`config.mk`:
```
export PLATFORM = sky130hd
export DESIGN_NAME = vid_tx_fmt
export DESIGN_NICKNAME = d
export VERILOG_FILES = /design/src/rtl/vtf_pkg.sv /design/src/rtl/fmt_unpack.sv /design/src/rtl/fmt_rgb_reduce.sv /design/src/rtl/fmt_clip8.sv /design/src/rtl/vid_tx_fmt.sv
export SDC_FILE = /design/constraint.sdc
export NUM_CORES = 1
export LEC_CHECK = 0
export ABC_AREA = 1
export BUFFER_PORTS_ARGS = -buffer_cell sky130_fd_sc_hd__buf_2
export CORE_AREA = 2 2 124 126
export DETAILED_ROUTE_END_ITERATION = 7
export DIE_AREA = 0 0 126 128
export HOLD_SLACK_MARGIN = 0.06
export PLACE_DENSITY_LB_ADDON = 0.15
export SLEW_MARGIN = 10
export SYNTH_ARGS = -nofsm -noshare
export SYNTH_HDL_FRONTEND = slang
export SYNTH_SLANG_ARGS = --single-unit
```
`constraint.sdc`:
```
create_clock -name clk -period 13.5 [get_ports clk]
set_input_delay 2.025 -clock clk [delete_from_list [all_inputs] [get_ports clk]]
set_output_delay 2.025 -clock clk [all_outputs]
set_load 0.05 [all_outputs]
```
`src/rtl/vtf_pkg.sv`:
```
package vtf_pkg;

   typedef enum logic [1:0] {
      UNIT_B8   = 2'b00,
      UNIT_B16  = 2'b01,
      UNIT_B24  = 2'b10,
      UNIT_B24X = 2'b11
   } unit_e;

   typedef enum logic [1:0] {
      CONV_NONE  = 2'b00,
      CONV_666   = 2'b01,
      CONV_565   = 2'b10,
      CONV_NONEX = 2'b11
   } conv_e;

   // number of bytes one output unit consumes
   function automatic logic [1:0] unit_bytes(input logic [1:0] u);
      case (u)
         UNIT_B8:  return 2'd1;
         UNIT_B16: return 2'd2;
         default:  return 2'd3;
      endcase
   endfunction

endpackage

```
`src/rtl/fmt_unpack.sv`:
```
module fmt_unpack #(
   parameter int WORD_BYTES = 4,
   parameter int BUF_BYTES  = 8,
   parameter int UNIT_MAX   = 3
) (
   input  logic                      clk,
   input  logic                      rst_n,
   input  logic [1:0]                unit,
   input  logic                      msb_first,
   input  logic                      in_valid,
   input  logic [8*WORD_BYTES-1:0]   in_word,
   output logic                      in_ready,
   output logic                      out_valid,
   input  logic                      out_ready,
   output logic [8*UNIT_MAX-1:0]     out_raw
);
   import vtf_pkg::*;

   localparam int CNT_W = $clog2(BUF_BYTES + 1);
   localparam int RAW_W = 8 * UNIT_MAX;

   if (BUF_BYTES < WORD_BYTES + UNIT_MAX - 1) begin : g_bad_depth
      $error("fmt_unpack: BUF_BYTES too small for one word plus a partial unit");
   end
   if (WORD_BYTES < UNIT_MAX) begin : g_bad_word
      $error("fmt_unpack: WORD_BYTES must cover the largest unit");
   end

   logic [7:0]       byte_q [BUF_BYTES];
   logic [CNT_W-1:0] fill;
   logic [1:0]       need;
   logic             take_in;
   logic             take_out;

   assign need      = unit_bytes(unit);
   assign in_ready  = fill < CNT_W'(need);
   assign out_valid = fill >= CNT_W'(need);
   assign take_in   = in_valid && in_ready;
   assign take_out  = out_valid && out_ready;

   function automatic logic [7:0] pick_byte(input logic [8*WORD_BYTES-1:0] w,
                                            input logic msb, input int j);
      if (msb) return w[8*(WORD_BYTES-1-j) +: 8];
      else     return w[8*j +: 8];
   endfunction

   // unit assembly: lanes below the unit size contribute
   always_comb begin
      out_raw = '0;
      for (int i = 0; i < UNIT_MAX; i++) begin
         if (i < int'(need)) begin
            if (msb_first) out_raw = {out_raw[RAW_W-9:0], byte_q[i]};
            else           out_raw[8*i +: 8] = byte_q[i];
         end
      end
   end

   always_ff @(posedge clk or negedge rst_n) begin
      if (!rst_n) begin
         fill <= '0;
         for (int k = 0; k < BUF_BYTES; k++) byte_q[k] <= '0;
      end else if (take_in) begin
         for (int k = 0; k < BUF_BYTES; k++) begin
            if (k >= int'(fill) && k < int'(fill) + WORD_BYTES)
               byte_q[k] <= pick_byte(in_word, msb_first, k - int'(fill));
         end
         fill <= fill + CNT_W'(WORD_BYTES);
      end else if (take_out) begin
         for (int k = 0; k < BUF_BYTES; k++) begin
            if (k + int'(need) < BUF_BYTES) byte_q[k] <= byte_q[k + int'(need)];
            else                             byte_q[k] <= '0;
         end
         fill <= fill - CNT_W'(need);
      end
   end


   no_overflow_chk: assert property (@(posedge clk) disable iff (!rst_n)
      fill <= CNT_W'(BUF_BYTES));


   word_take_chk: assert property (@(posedge clk) disable iff (!rst_n)
      (in_valid && in_ready) |=> fill == $past(fill) + CNT_W'(WORD_BYTES));


   unit_drop_chk: assert property (@(posedge clk) disable iff (!rst_n)
      (out_valid && out_ready) |=> fill == $past(fill) - CNT_W'($past(need)));

endmodule

```
`src/rtl/fmt_rgb_reduce.sv`:
```
module fmt_rgb_reduce #(
   parameter bit HAS_CONV = 1'b1
) (
   input  logic        clk,
   input  logic        rst_n,
   input  logic        is24,
   input  logic [1:0]  conv,
   input  logic [23:0] pix_in,
   output logic [23:0] pix_out
);
   import vtf_pkg::*;

   if (HAS_CONV) begin : g_conv
      logic [7:0] r, g, b;
      assign r = pix_in[23:16];
      assign g = pix_in[15:8];
      assign b = pix_in[7:0];
      always_comb begin
         pix_out = pix_in;
         if (is24) begin
            case (conv)
               CONV_666: pix_out = {6'd0, r[7:2], g[7:2], b[7:2]};
               CONV_565: pix_out = {8'd0, r[7:3], g[7:2], b[7:3]};
               default:  pix_out = pix_in;
            endcase
         end
      end
   end else begin : g_pass
      assign pix_out = pix_in;
   end


   rgb666_range_chk: assert property (@(posedge clk) disable iff (!rst_n)
      (HAS_CONV && is24 && conv == CONV_666) |-> pix_out < 24'h040000);


   rgb565_range_chk: assert property (@(posedge clk) disable iff (!rst_n)
      (HAS_CONV && is24 && conv == CONV_565) |-> pix_out < 24'h010000);

endmodule

```
`src/rtl/fmt_clip8.sv`:
```
module fmt_clip8 #(
   parameter bit HAS_CLIP = 1'b1,
   parameter int DW       = 8
) (
   input  logic          clk,
   input  logic          rst_n,
   input  logic          en,
   input  logic [DW-1:0] lo,
   input  logic [DW-1:0] hi,
   input  logic [DW-1:0] val_in,
   output logic [DW-1:0] val_out
);
   if (DW < 1) begin : g_bad_dw
      $error("fmt_clip8: DW must be positive");
   end

   if (HAS_CLIP) begin : g_clip
      always_comb begin
         if (en && val_in < lo)      val_out = lo;
         else if (en && val_in > hi) val_out = hi;
         else                        val_out = val_in;
      end
   end else begin : g_pass
      assign val_out = val_in;
   end


   clip_window_chk: assert property (@(posedge clk) disable iff (!rst_n)
      (HAS_CLIP && en && lo <= hi) |-> (val_out >= lo && val_out <= hi));

endmodule

```
`src/rtl/vid_tx_fmt.sv`:
```
module vid_tx_fmt #(
   parameter int WORD_BYTES = 4,
   parameter int BUF_BYTES  = 8,
   parameter bit HAS_CONV   = 1'b1,
   parameter bit HAS_CLIP   = 1'b1
) (
   input  logic                    clk,
   input  logic                    rst_n,
   input  logic [1:0]              cfg_unit,
   input  logic                    cfg_msb_first,
   input  logic [1:0]              cfg_conv,
   input  logic                    cfg_clip_en,
   input  logic [7:0]              clip_lo,
   input  logic [7:0]              clip_hi,
   input  logic                    in_valid,
   input  logic [8*WORD_BYTES-1:0] in_word,
   output logic                    in_ready,
   output logic                    out_valid,
   input  logic                    out_ready,
   output logic [23:0]             out_data
);
   import vtf_pkg::*;

   localparam int UNIT_MAX = 3;
   localparam int OUT_W    = 8 * UNIT_MAX;

   if (WORD_BYTES != 4) begin : g_bad_word
      $error("vid_tx_fmt: the port carries 32-bit words");
   end

   logic [OUT_W-1:0] raw;
   logic [OUT_W-1:0] reduced;
   logic [7:0]       clipped;
   logic             is8;

   assign is8 = (cfg_unit == UNIT_B8);

   fmt_unpack #(
      .WORD_BYTES(WORD_BYTES),
      .BUF_BYTES (BUF_BYTES),
      .UNIT_MAX  (UNIT_MAX)
   ) u_unpack (
      .clk      (clk),
      .rst_n    (rst_n),
      .unit     (cfg_unit),
      .msb_first(cfg_msb_first),
      .in_valid (in_valid),
      .in_word  (in_word),
      .in_ready (in_ready),
      .out_valid(out_valid),
      .out_ready(out_ready),
      .out_raw  (raw)
   );

   fmt_rgb_reduce #(.HAS_CONV(HAS_CONV)) u_reduce (
      .clk    (clk),
      .rst_n  (rst_n),
      .is24   (cfg_unit[1]),
      .conv   (cfg_conv),
      .pix_in (raw),
      .pix_out(reduced)
   );

   fmt_clip8 #(.HAS_CLIP(HAS_CLIP), .DW(8)) u_clip (
      .clk    (clk),
      .rst_n  (rst_n),
      .en     (cfg_clip_en),
      .lo     (clip_lo),
      .hi     (clip_hi),
      .val_in (raw[7:0]),
      .val_out(clipped)
   );

   assign out_data = is8 ? {16'd0, clipped} : reduced;


   stall_hold_chk: assert property (@(posedge clk) disable iff (!rst_n)
      (out_valid && !out_ready) |=> (out_valid && $stable(out_data)));


   narrow_zero_chk: assert property (@(posedge clk) disable iff (!rst_n)
      (out_valid && is8) |-> out_data[23:8] == 16'd0);

endmodule

```
* Word-level counts from Yosys, hierarchy flattened
Cells that the tools add are included.
W data, S select, Z words.
** Word-level totals
- Bits in registers :: 68
- Input bits :: 58
- Output and inout port bits :: 26
- Word-level logic and storage cells :: 196
** Cells by class
- $add $sub $neg :: 26
- $lt $le $gt $ge :: 39
- Eq/ne operators :: 11
- Shifts and indexed selects :: 16
- Mux-type cells :: 65
- Bitwise operators :: 8
- Reduce and logical (&&, ||, !) cells :: 22
** Operators with widths (number)
- $shiftx A32 B32 Y8 :: 16
- $mux W8 :: 46
- $ge A32 B4 Y1 const B :: 8
- $sub A3 B29 Y29 const A :: 8
- $lt A32 B5 Y1 const B :: 7
- $not A32 Y32 :: 7
- $bmux W8 S3 :: 8
- $lt A4 B32 Y1 const A :: 4
- $mux W64 :: 2
- $mux W24 :: 4
- $lt A3 B32 Y1 const A :: 2
- $pmux W24 S2 :: 1
- $lt A1 B32 Y1 const A :: 1
- $lt A2 B32 Y1 const A :: 1
- $not A2 Y32 :: 1
- $sub A3 B4 Y5 const A :: 4
- $add A3 B2 Y4 const A :: 4
- $ge A3 B4 Y1 const A :: 4
- $mux W16 :: 1
- $ne A2 B2 Y1 const B :: 8
- $reduce_and A2 Y1 :: 8
- $logic_and A1 B1 Y1 :: 12
- $sub A1 B4 Y5 const A :: 2
- $sub A2 B4 Y5 const A :: 2
- other kinds (20) :: 26

* Longest topological paths before layout
Gate-level depths: netlist (run 1).
- Word-level depth :: 13
- Mapped depth :: 26
- Gate-level depth less buffers :: 23

* Hierarchy
A second synthesis (run 1) with hierarchy kept.
** Unflattened totals
- Cell total of the unflattened synthesis :: 1478
- Area, all modules :: 8321.7 um^2
** By module, submodules not included
- fmt_unpack :: instances 1, cells each 1169, area an instance 6832.8 um^2, seq. area each 1701.6 um^2
- fmt_clip8 :: instances 1, cells each 120, area an instance 681.9 um^2, seq. area each 0.0 um^2
- fmt_rgb_reduce :: instances 1, cells each 130, area an instance 553.0 um^2, seq. area each 0.0 um^2
- vid_tx_fmt :: instances 1, cells each 59, area an instance 254.0 um^2, seq. area each 0.0 um^2

* Least setup slack after synthesis (run 1)
OpenSTA, ideal clock, no wires.
- Path kind :: input -> output
- Start :: input port cfg_unit[0]
- End :: output port out_data[1]
- Arrival time :: 5.750 ns
- Data required time :: 11.475 ns
- Path slack :: 5.725 ns
- Cell stages on the path :: 22
- Path buffers :: 5
- Cells stage by stage :: nor2_2 buf_4 buf_2 buf_2 buf_1 ha_1 buf_2 inv_1 nand2_1 o21ai_2 a21oi_1 nand2_1 o21ai_1 inv_1 ha_1 a21oi_1 nor2_1 a2111oi_2 nand2_4 nand2_1 nand3_1 nand2_1
** On the way
- Word-level cells in the longest chain between the ends :: 13
- Elaborated cells between the ends (all ways) :: 20
- Classes of those cells :: order compare: 5; eq/ne: 1; mux: 11; reduce/logical: 3
** RTL lines
- start: declaration :: line vid_tx_fmt.sv:9 : input logic [1:0] cfg_unit,
- $eq A2 B1 Y1 or $logic_not A2 Y1 (tied branches) :: line vtf_pkg.sv:19, vid_tx_fmt.sv:36
- $pmux W2 S2 :: line vtf_pkg.sv:19 : case (u)
- $lt A1 B2 Y1 :: line fmt_unpack.sv:51 : if (i < int'(need)) begin
- $mux W8 :: line fmt_unpack.sv:51
- $mux W8 :: line fmt_unpack.sv:52 : if (msb_first) out_raw = {out_raw[RAW_W-9:0], byte_q[i]};
- $mux W24 :: line fmt_unpack.sv:51
- $mux W16 :: line fmt_unpack.sv:52
- $mux W24 :: line fmt_unpack.sv:51
- $gt A8 B8 Y1 :: line fmt_clip8.sv:20 : else if (en && val_in > hi) val_out = hi;
- $logic_and A1 B1 Y1 :: line fmt_clip8.sv:20
- $mux W8 :: line fmt_clip8.sv:20
- $mux W8 :: line fmt_clip8.sv:19 : if (en && val_in < lo) val_out = lo;
- $mux W24 (*) :: line vid_tx_fmt.sv:74 : assign out_data = is8 ? {16'd0, clipped} : reduced;
- end: declaration :: line vid_tx_fmt.sv:20 : output logic [23:0] out_data
Every way passes the cells marked *; elsewhere a longest branch is shown, timed or not.

* Final worst setup path (run 1)
- Start :: input port cfg_unit[1]
- End :: output port out_data[0]
Same word-level chain as after synthesis.

==> results of run 1 <==
registers in the layout, summed over array words and instances, names as in the netlist:
| register | cells |
|---|---|
| u_unpack.byte_q | 64 |
| u_unpack.fill | 4 |
through the flow:
| step | instances | setup WS, ns |
|---|---|---|
| 6_report | 1397 | 4.503 |
| 5_1_grt | 1397 | 4.070 |
| 4_1_cts | 1397 | 4.679 |
| 3_5_place_dp | 1381 | 4.696 |
| 3_3_place_gp | 1381 | 4.849 |
| 2_1_floorplan | 1162 | 5.725 |
logic make-up after synthesis:
kind of cell / Yosys count / share of synthesized area (%)
adders and majority gates: 37 / 6.516
DFF: 68 / 23.57
AOI/OAI and AO/OA: 343 / 28.16
muxes: 3 / 0.4160
buffers and inverters: 196 / 11.20
xor gates and xnor gates: 8 / 1.335
and+or+nand+nor: 507 / 28.80
cell usage in the layout, fill, tap and decap left out, types with 15 or more instances in the layout:
master and instances:
inv_1 129, o211ai_1 16, a22oi_1 17, nand2_1 333, dfrtp_1 68, a21oi_1 55
nand3_1 46, o221ai_1 15, ha_1 36, o21ai_1 17, nor2_1 100, o21ai_0 143
a31oi_1 33, o22ai_1 16, buf_2 83
worst min-delay path, delay by kind of cell (launching register included):
kind / cells / cell delay (ns)
AOI/OAI and AO/OA: 1 / 0.05
and+or+nand+nor: 1 / 0.10
DFF: 1 / 0.37
per-layer routing:
metal	vias up	track usage [%]
li1	3988	-
met1	3596	40.81
met2	394	45.45
met3	48	4.800
met4	0	8.339
met5	-	0
report_power, final:
group	switching, mW	leakage [nW]	internal, mW
clock	0.0970	0.144	0.148
combinational	0.781	2.88	0.348
sequential	0.110	0.824	0.306
final timing paths:
| kind | endpoint | from | slack (ns) | cells past startpoint |
|---|---|---|---|---|
| setup / recovery | out_data[0] | cfg_unit[1] | 4.50 | 21 |
| hold / removal | u_unpack.byte_q[4] | u_unpack.byte_q[4] | 0.55 | 2 |
| setup reg to reg | u_unpack.byte_q[52] | u_unpack.fill[0] | 10.08 | 11 |
| hold reg to reg | u_unpack.byte_q[4] | u_unpack.byte_q[4] | 0.55 | 2 |
| max in group asynchronous | u_unpack.byte_q[58] | rst_n | 10.99 | 2 |
| min in group asynchronous | u_unpack.byte_q[44] | rst_n | 1.89 | 2 |
area by class of cell:
type / instances / area (µm²)
Clock buffer: 10 / 239.0
Clock inverter: 6 / 63.81
Fill cell: 1593 / 6932
Inverter: 140 / 529.3
Multi-Input combinational cell: 898 / 4718
Sequential cell: 68 / 1702
Tap cell: 188 / 235.2
Timing Repair Buffer: 87 / 445.4
==> run metrics, run 1 <==
CP delay by family, top buffers and inverters; hold crit path type flip-flop to flip-flop; fin crit share 66.64%; top cells by count, synth nand2_1, o21ai_0, inv_1, nor2_1, dfrtp_1; Placer Congestion ~0.96; Post-Syn Nets between 1000 and 1500; total CTS buffers 9; final net count 1299; top routing layer used met4; Met2 Wirelength a little over 10000 µm; yosys warns 0; Hold Slack between 0.5 and 0.6 ns; clk sinks between 60 and 70; Clock Path Buffers 2; cell repeated most along the worst path nand2_1; Slew Viols, Final 0; Rel. slew slack between 20% and 30%; maxcap violations 0; setup tns final 0 ns; total wire length around 23000 µm; layout cells sized above 1 between 10% and 20%; initial core utilization between 40% and 50%; Die Y around 130 µm; total number of vias ~8000; antenna viol nets, final 0; clock root buffer master clkbuf_16; pwr dens 225.7 nW/µm²; M1 WL between 10000 and 15000 µm; largest net degree at the start of global routing 71; dpl cell area about 7600 µm²; post-synthesis area per instance between 6 and 7 µm²; worst endpoint required time ~11 ns; Post-synth ARST share between 90% and 100%; final non-filler cell area 7933 µm²; post-synthesis cell area just over 7000 µm²; placed wire-length estimate ~18000 µm; 1st-iter DRT viols 998; min Tclk post-route ~9.0 ns; H-Tree Depth 3; peak supply drop around 0.00011 V; vias in the first global route slightly above 7000; post-synth top area share approximately a quarter; worst-margin pin slew approximately 1.1 ns; first-pass GRT wire length approximately 37000 µm; Overall Global Routing Usage around 29%; Arrival @ worst endpoint about 7 ns; area growth from synthesis to layout 9.879%; Worst-Skew Late Latency 0.34 ns; Synth area leaders dfrtp_1, nand2_1, o21ai_0; Synth Flop Type dfrtp_1; most numerous cell in the Yosys netlist nand2_1; Final setup viols 0; critical path fanouts, max 28; met3 WL 1858 µm; WS Path Type input port to primary output; Die ar. approximately 16000 µm²; RSZ-0062 raised after global routing false; fin util roughly 53%; slowest stage delay, CP between 0.7 and 0.8 ns; CP startpoint kind input port; via density per instance 5.745; # rows 45; I/O pins between 80 and 90; highest clock rate ~110 MHz; ant diodes 0; final clock skew between 0.006 and 0.007 ns; Max stage delay cell, worst path ha_1; Yosys cell types between 50 and 60; leakage power 3.853 nW; post-CTS setup buffer count 0; wire per inst between 15 and 20 µm; Overflow after GRT 0; Total Power approximately 1.8 mW; initial antenna violation count 0; PostCTS Resize Cnt 0; cell count after synthesis around 1200; Seq/Total Area, Yosys 23.57%; Final Hold Viols 0; Die W around 130 µm; EDFF count, synth 0; crit path cell chain buf_2 > inv_1 > nand2_2 > clkinv_1 > ha_1 > inv_1 > nand2_1 > o21ai_2 > a21oi_1 > o21ai_1 > ha_1 > nand2_1 > nor2_1 > a31oi_1 > nand2_1 > nand2_1 > o21ai_0 > nand2_1 > nand3_1 > nand2_1 > buf_2; TritonCTS clock tree yes; Worst Setup End Kind primary output; hold buffer count at CTS 0; DR pass1 iterations 6; Buf/Inv on CP 5; drt drc 0; # port buffers 83; post-synth top area cell dfrtp_1; status complete, no violations; Core Area 14860 µm²; Seq cells post-synth ~70; Reg clk slew, reported paths 0.06 ns
Note: power is estimated with default switching activity, not from simulation.
==> run 2: changes to the inputs <==
clock period = 7.96 ns   (was 13.5 ns; I/O delays follow)
==> run 2 against run 1 <==
Net effect:
- worst hold slack worse by 0.0030 ns
- highest routed layer unchanged
- final cell count increased by 0.14%
- design area up 0.85%
- sequential share of layout area is 0.18 points lower
- first-iteration DRC count shrank 17%
- sequential power increased by 69%
==> run metrics, run 2 (same netlist as run 1, synthesis figures left out) <==
Worst Setup End Kind primary output; Largest register FFs 64 (unchanged); Final Hold Viols 0 (unchanged); wire per inst 16.79 µm (+1.1%); Reg clk slew, reported paths 0.06 ns (about the same); status complete, no violations; Placer Congestion 0.9252 (-3.2%); Die ar. 16130 µm² (unchanged); RSZ-0062 raised after global routing false; Biggest register u_unpack.byte_q; highest clock rate about 150 MHz; critical path fanouts, max 23 (-18%); TritonCTS clock tree yes; Overflow after GRT 0 (unchanged); maxcap violations 0 (unchanged); placed wire-length estimate 17790 µm (+0.54%); final net count 1301 (+0.15%); Rel. slew slack 22.56% (-2.7 points); Clock Path Buffers 2 (unchanged); commonest cells after routing, fill and taps aside nand2_1, o21ai_0, inv_1; most common cell after layout, fill and taps aside nand2_1; # rows 45 (unchanged); post-CTS setup buffer count 0 (unchanged); cell repeated most along the worst path nand2_1; H-Tree Depth 3 (unchanged); total wire length 23490 µm (+1.2%); CP startpoint kind input port; total CTS buffers 9 (unchanged); pwr dens 387.4 nW/µm² (+72%); first-pass GRT wire length 37860 µm (+1.2%); Die Y 128 µm (unchanged); vias in the first global route 7187 (+1.7%); ant diodes 0 (unchanged); drt drc 0 (unchanged); layout cells sized above 1 11.73% (+0.063 points); Final setup viols 0 (unchanged); Slew Viols, Final 0 (unchanged); antenna viol nets, final 0 (unchanged); fin util 53.82% (+0.45 points); setup tns final 0 ns (unchanged); # port buffers 83 (unchanged); Core Area 14860 µm² (unchanged); multi-input logic area 4715 µm² (about the same); fin crit share a little over 80%; PostCTS Resize Cnt 0 (unchanged); Largest regs u_unpack.byte_q (64), u_unpack.fill (4); worst-margin pin slew 1.154 ns (+0.03894 ns); clock root buffer master clkbuf_16; initial antenna violation count 0 (unchanged); clk sinks 68 (unchanged); min Tclk post-route roughly 6.5 ns; hold buffer count at CTS 0 (unchanged); 1st-iter DRT viols 832 (-17%); area growth from synthesis to layout 10.81%; via density per instance 5.719 (-0.45%); slowest stage delay, CP 0.88 ns (+0.13 ns); Hold Slack 0.5507 ns (-0.003037 ns); Max stage delay cell, worst path o21ai_0; Overall Global Routing Usage 29.17% (+0.37 points); FF/Latch Area 1702 µm² (unchanged); worst endpoint required time 6.77 ns (-4.71 ns); largest net degree at the start of global routing 70 (-1.4%); hold crit path type flip-flop to flip-flop; I/O pins 84 (unchanged); crit path cell chain buf_2 > nor2_4 > inv_2 > ha_1 > nand2_1 > o21ai_0 > ha_1 > a31oi_1 > nand2_1 > nand2_1 > o21ai_0 > nand2_1 > nand3_1 > nand2_1 > buf_2; initial core utilization 48.57% (unchanged); final clock skew 0.006988 ns (+0.0002506 ns); peak supply drop 0.0002366 V (+120%); WS Path Type input port to primary output; DR pass1 iterations 6 (unchanged); Arrival @ worst endpoint 5.27 ns (-1.70 ns); Worst-Skew Late Latency 0.34 ns (about the same); Filler Cell Count 1519 (-4.6%); Die W 126 µm (unchanged); leakage power 3.892 nW (+1.0%); total number of vias 8001 (-0.31%)
## run 2: through the flow
stage	power (mW)	setup slack, ns	instance area [µm²]	cells
floorplan	2.101	1.847	7219	1162
global placement	2.562	1.671	7641	1383
detailed placement	2.574	1.534	7641	1383
CTS	3.067	1.534	8000	1399
global route	3.371	1.113	8000	1399
finish	3.099	1.496	8000	1399
## run 2: worst paths after layout
check                               startpoint  depth (start not counted)  slack [ns]                   to
min reg2reg                u_unpack.byte_q[48]                          1        0.55  u_unpack.byte_q[48]
min in group asynchronous                rst_n                          2        1.07  u_unpack.byte_q[49]
min                        u_unpack.byte_q[48]                          1        0.55  u_unpack.byte_q[48]
max                                cfg_unit[1]                         15        1.50          out_data[0]
max in group asynchronous                rst_n                          2        6.28  u_unpack.byte_q[50]
max reg2reg                   u_unpack.fill[0]                         11        4.54  u_unpack.byte_q[52]
## run 2: routing by layer
layer / share of wire [%] / GRT usage [%]
met1: 45 / 41.33
met2: 45 / 46.02
met3: 8.4 / 4.132
met4: 2.0 / 9.632
met5: 0 / 0
## run 2: cell type report
cell class                      instances  share of cell area (%)
Sequential cell                        68                   21.27
Clock buffer                           11                   3.159
Tap cell                              188                   2.940
Timing Repair Buffer                   89                   5.755
Inverter                              140                   6.616
Multi-Input combinational cell        898                   58.93
Clock inverter                          5                   1.329
## run 2: critical path, delay by kind of cell
family                   cells  cell delay, ns
AO/OA/AOI/OAI                3            1.44
AND/OR/NAND/NOR              7            1.08
buffers and inverters        3            0.86
adder cells (fa/ha/maj)      2            0.67
## run 2: power by group
group	internal (mW)	switching (mW)
clock network	0.324	0.163
logic	0.591	1.32
registers	0.520	0.186
==> run 3: changes to the inputs <==
clock period = 6.7 ns   (was 7.96 ns; I/O delays follow)
==> run 3 against run 2 <==
Net effect:
- largest power group unchanged
- the run now ends with design-rule violations left
- highest routed layer unchanged
- critical endpoint unchanged
- via count increased by 0.29%
- global-route usage increased by 0.15 points
- worst setup slack got worse by 0.79 ns
- largest cell class unchanged
- die area unchanged
==> run metrics, run 3 (same netlist as run 1, synthesis figures left out) <==
most common cell after layout, fill and taps aside nand2_1; fin crit share 89.47%; DR pass1 iterations 8 (+2); # port buffers 83 (unchanged); Final Hold Viols 0 (unchanged); vias in the first global route 7243 (+0.78%); hold buffer count at CTS 0 (unchanged); Max stage delay cell, worst path nand2_1; Worst-Skew Late Latency 0.34 ns (about the same); CP startpoint kind input port; H-Tree Depth 3 (unchanged); final net count 1306 (+0.38%); Largest regs u_unpack.byte_q (64), u_unpack.fill (4); failing checks design-rule violations; wire per inst 16.65 µm (-0.85%); initial core utilization 48.57% (unchanged); hold crit path type flip-flop to flip-flop; Arrival @ worst endpoint 4.99 ns (-0.28 ns); highest clock rate between 150 and 200 MHz; maxcap violations 0 (unchanged); Filler Cell Count 1537 (+1.2%); worst-margin pin slew 1.117 ns (-0.03721 ns); Worst Setup End Kind primary output; I/O pins 84 (unchanged); Rel. slew slack 25.06% (+2.5 points); Total Power 3.678 mW (+19%); placed wire-length estimate 17630 µm (-0.86%); 1st-iter DRT viols 960 (+15%); Die W 126 µm (unchanged); Biggest register u_unpack.byte_q; initial antenna violation count 0 (unchanged); total number of vias 8024 (+0.29%); Slew Viols, Final 0 (unchanged); Cell Count, Final, Fillers Out 1404 (+0.36%); first-pass GRT wire length 38070 µm (+0.57%); via density per instance 5.715 (about the same); ant diodes 0 (unchanged); layout cells sized above 1 12.09% (+0.36 points); r2r startpoint u_unpack.fill[0]; largest net degree at the start of global routing 70 (unchanged); FF-to-FF path depth 11 (unchanged); final clock skew 0.005428 ns (-0.001560 ns); clk sinks 68 (unchanged); PostCTS Resize Cnt 0 (unchanged); pwr dens 458.1 nW/µm² (+18%); WS Path Type input port to primary output; peak supply drop 0.0002153 V (-9.0%); final non-filler cell area 8029 µm² (+0.36%); slowest stage delay, CP 0.49 ns (-0.39 ns); Die Y 128 µm (unchanged); top routing layer used met4; M1 WL 10770 µm (+2.0%); TritonCTS clock tree yes; leakage power 3.913 nW (+0.52%); Worst R2R Setup Slack 3.25 ns (-1.29 ns); reg2reg end u_unpack.byte_q[52]; worst endpoint required time 5.69 ns (-1.08 ns); drt drc 2 (+2); Largest register FFs 64 (unchanged); WHS Endpoint u_unpack.byte_q[2]; clock root buffer master clkbuf_16; Overall Global Routing Usage 29.33% (+0.15 points); setup tns final 0 ns (unchanged); setup ws final 0.7054 ns (-0.7907 ns); total wire length 23370 µm (-0.50%); total CTS buffers 9 (unchanged); Overflow after GRT 0 (unchanged); Core Area 14860 µm² (unchanged); dpl cell area 7679 µm² (+0.49%); Final setup viols 0 (unchanged); met3 WL 1754 µm (-11%); # rows 45 (unchanged); worst hold path cell count 2 (+1); critical path fanouts, max 23 (unchanged); Hold Crit Start u_unpack.byte_q[2]; Clock Path Buffers 2 (unchanged); Placer Congestion 0.9496 (+2.6%); cell repeated most along the worst path nand2_1; post-CTS setup buffer count 0 (unchanged); antenna viol nets, final 0 (unchanged); Placed Instances 1388 (+0.36%); Reg clk slew, reported paths 0.05 ns (about the same); status complete, but fails checks; commonest cells after routing, fill and taps aside nand2_1, o21ai_0, inv_1; area growth from synthesis to layout 11.21%; crit path cell chain buf_2 > inv_1 > nand2_2 > ha_1 > nand2_1 > clkinv_2 > o21ai_2 > ha_1 > nand4_1 > nor2_1 > a31oi_1 > nand2_1 > nand2_1 > o21ai_0 > nand2_1 > nand3_1 > nand2_1 > buf_2; dpl ws 0.7747 ns (-0.7593 ns); Die ar. 16130 µm² (unchanged); RSZ-0062 raised after global routing false; Met2 Wirelength 10320 µm (-1.6%); min Tclk post-route 5.995 ns
[run 3: final cells by class]
type | instances | area [µm²] | share of cell area [%]
Sequential cell | 68 | 1702 | 21.19
Timing Repair Buffer | 94 | 498.0 | 6.202
Clock buffer | 10 | 239.0 | 2.976
Inverter | 140 | 529.3 | 6.592
Multi-Input combinational cell | 898 | 4715 | 58.72
Tap cell | 188 | 235.2 | 2.930
Clock inverter | 6 | 111.4 | 1.387
[run 3: worst max-delay path: cells and delay by family]
kind	cells	cell delay, ns
AO/OA/AOI/OAI	3	0.90
adder cells (fa/ha/maj)	2	0.57
buffers and inverters	4	1.04
AND/OR/NAND/NOR	9	1.46
[run 3: metrics by stage]
| stage | hold slack (ns) | util [%] |
|---|---|---|
| 6_report | 0.5507 | 54.02 |
| 5_1_grt | 0.5724 | 54.02 |
| 4_1_cts | 0.5514 | 54.02 |
| 3_5_place_dp | 0.5392 | 51.66 |
| 3_3_place_gp | 0.5336 | 51.66 |
| 2_1_floorplan | 0.4905 | - |
[run 3: routing by layer]
| layer | vias up | global-route usage, % |
|---|---|---|
| li1 | 4006 | - |
| met1 | 3629 | 41.62 |
| met2 | 350 | 45.98 |
| met3 | 39 | 4.382 |
| met4 | 0 | 9.632 |
| met5 | - | 0 |
[run 3: how the worst max path moves through the flow]
stage / start / end / slack [ns] / cells past startpoint
floorplan: cfg_unit[0] / out_data[1] / 0.97 / 22
global placement: cfg_unit[1] / out_data[0] / 0.94 / 18
detailed placement: cfg_unit[1] / out_data[0] / 0.77 / 18
CTS: cfg_unit[1] / out_data[0] / 0.76 / 18
global route: cfg_unit[1] / out_data[3] / 0.26 / 19
finish: cfg_unit[1] / out_data[0] / 0.71 / 18
[run 3: report_power, final]
| group | internal [mW] | switching [mW] | leakage, nW |
|---|---|---|---|
| Clock | 0.374 | 0.192 | 0.169 |
| Sequential | 0.618 | 0.220 | 0.824 |
| Combinational | 0.712 | 1.56 | 2.92 |
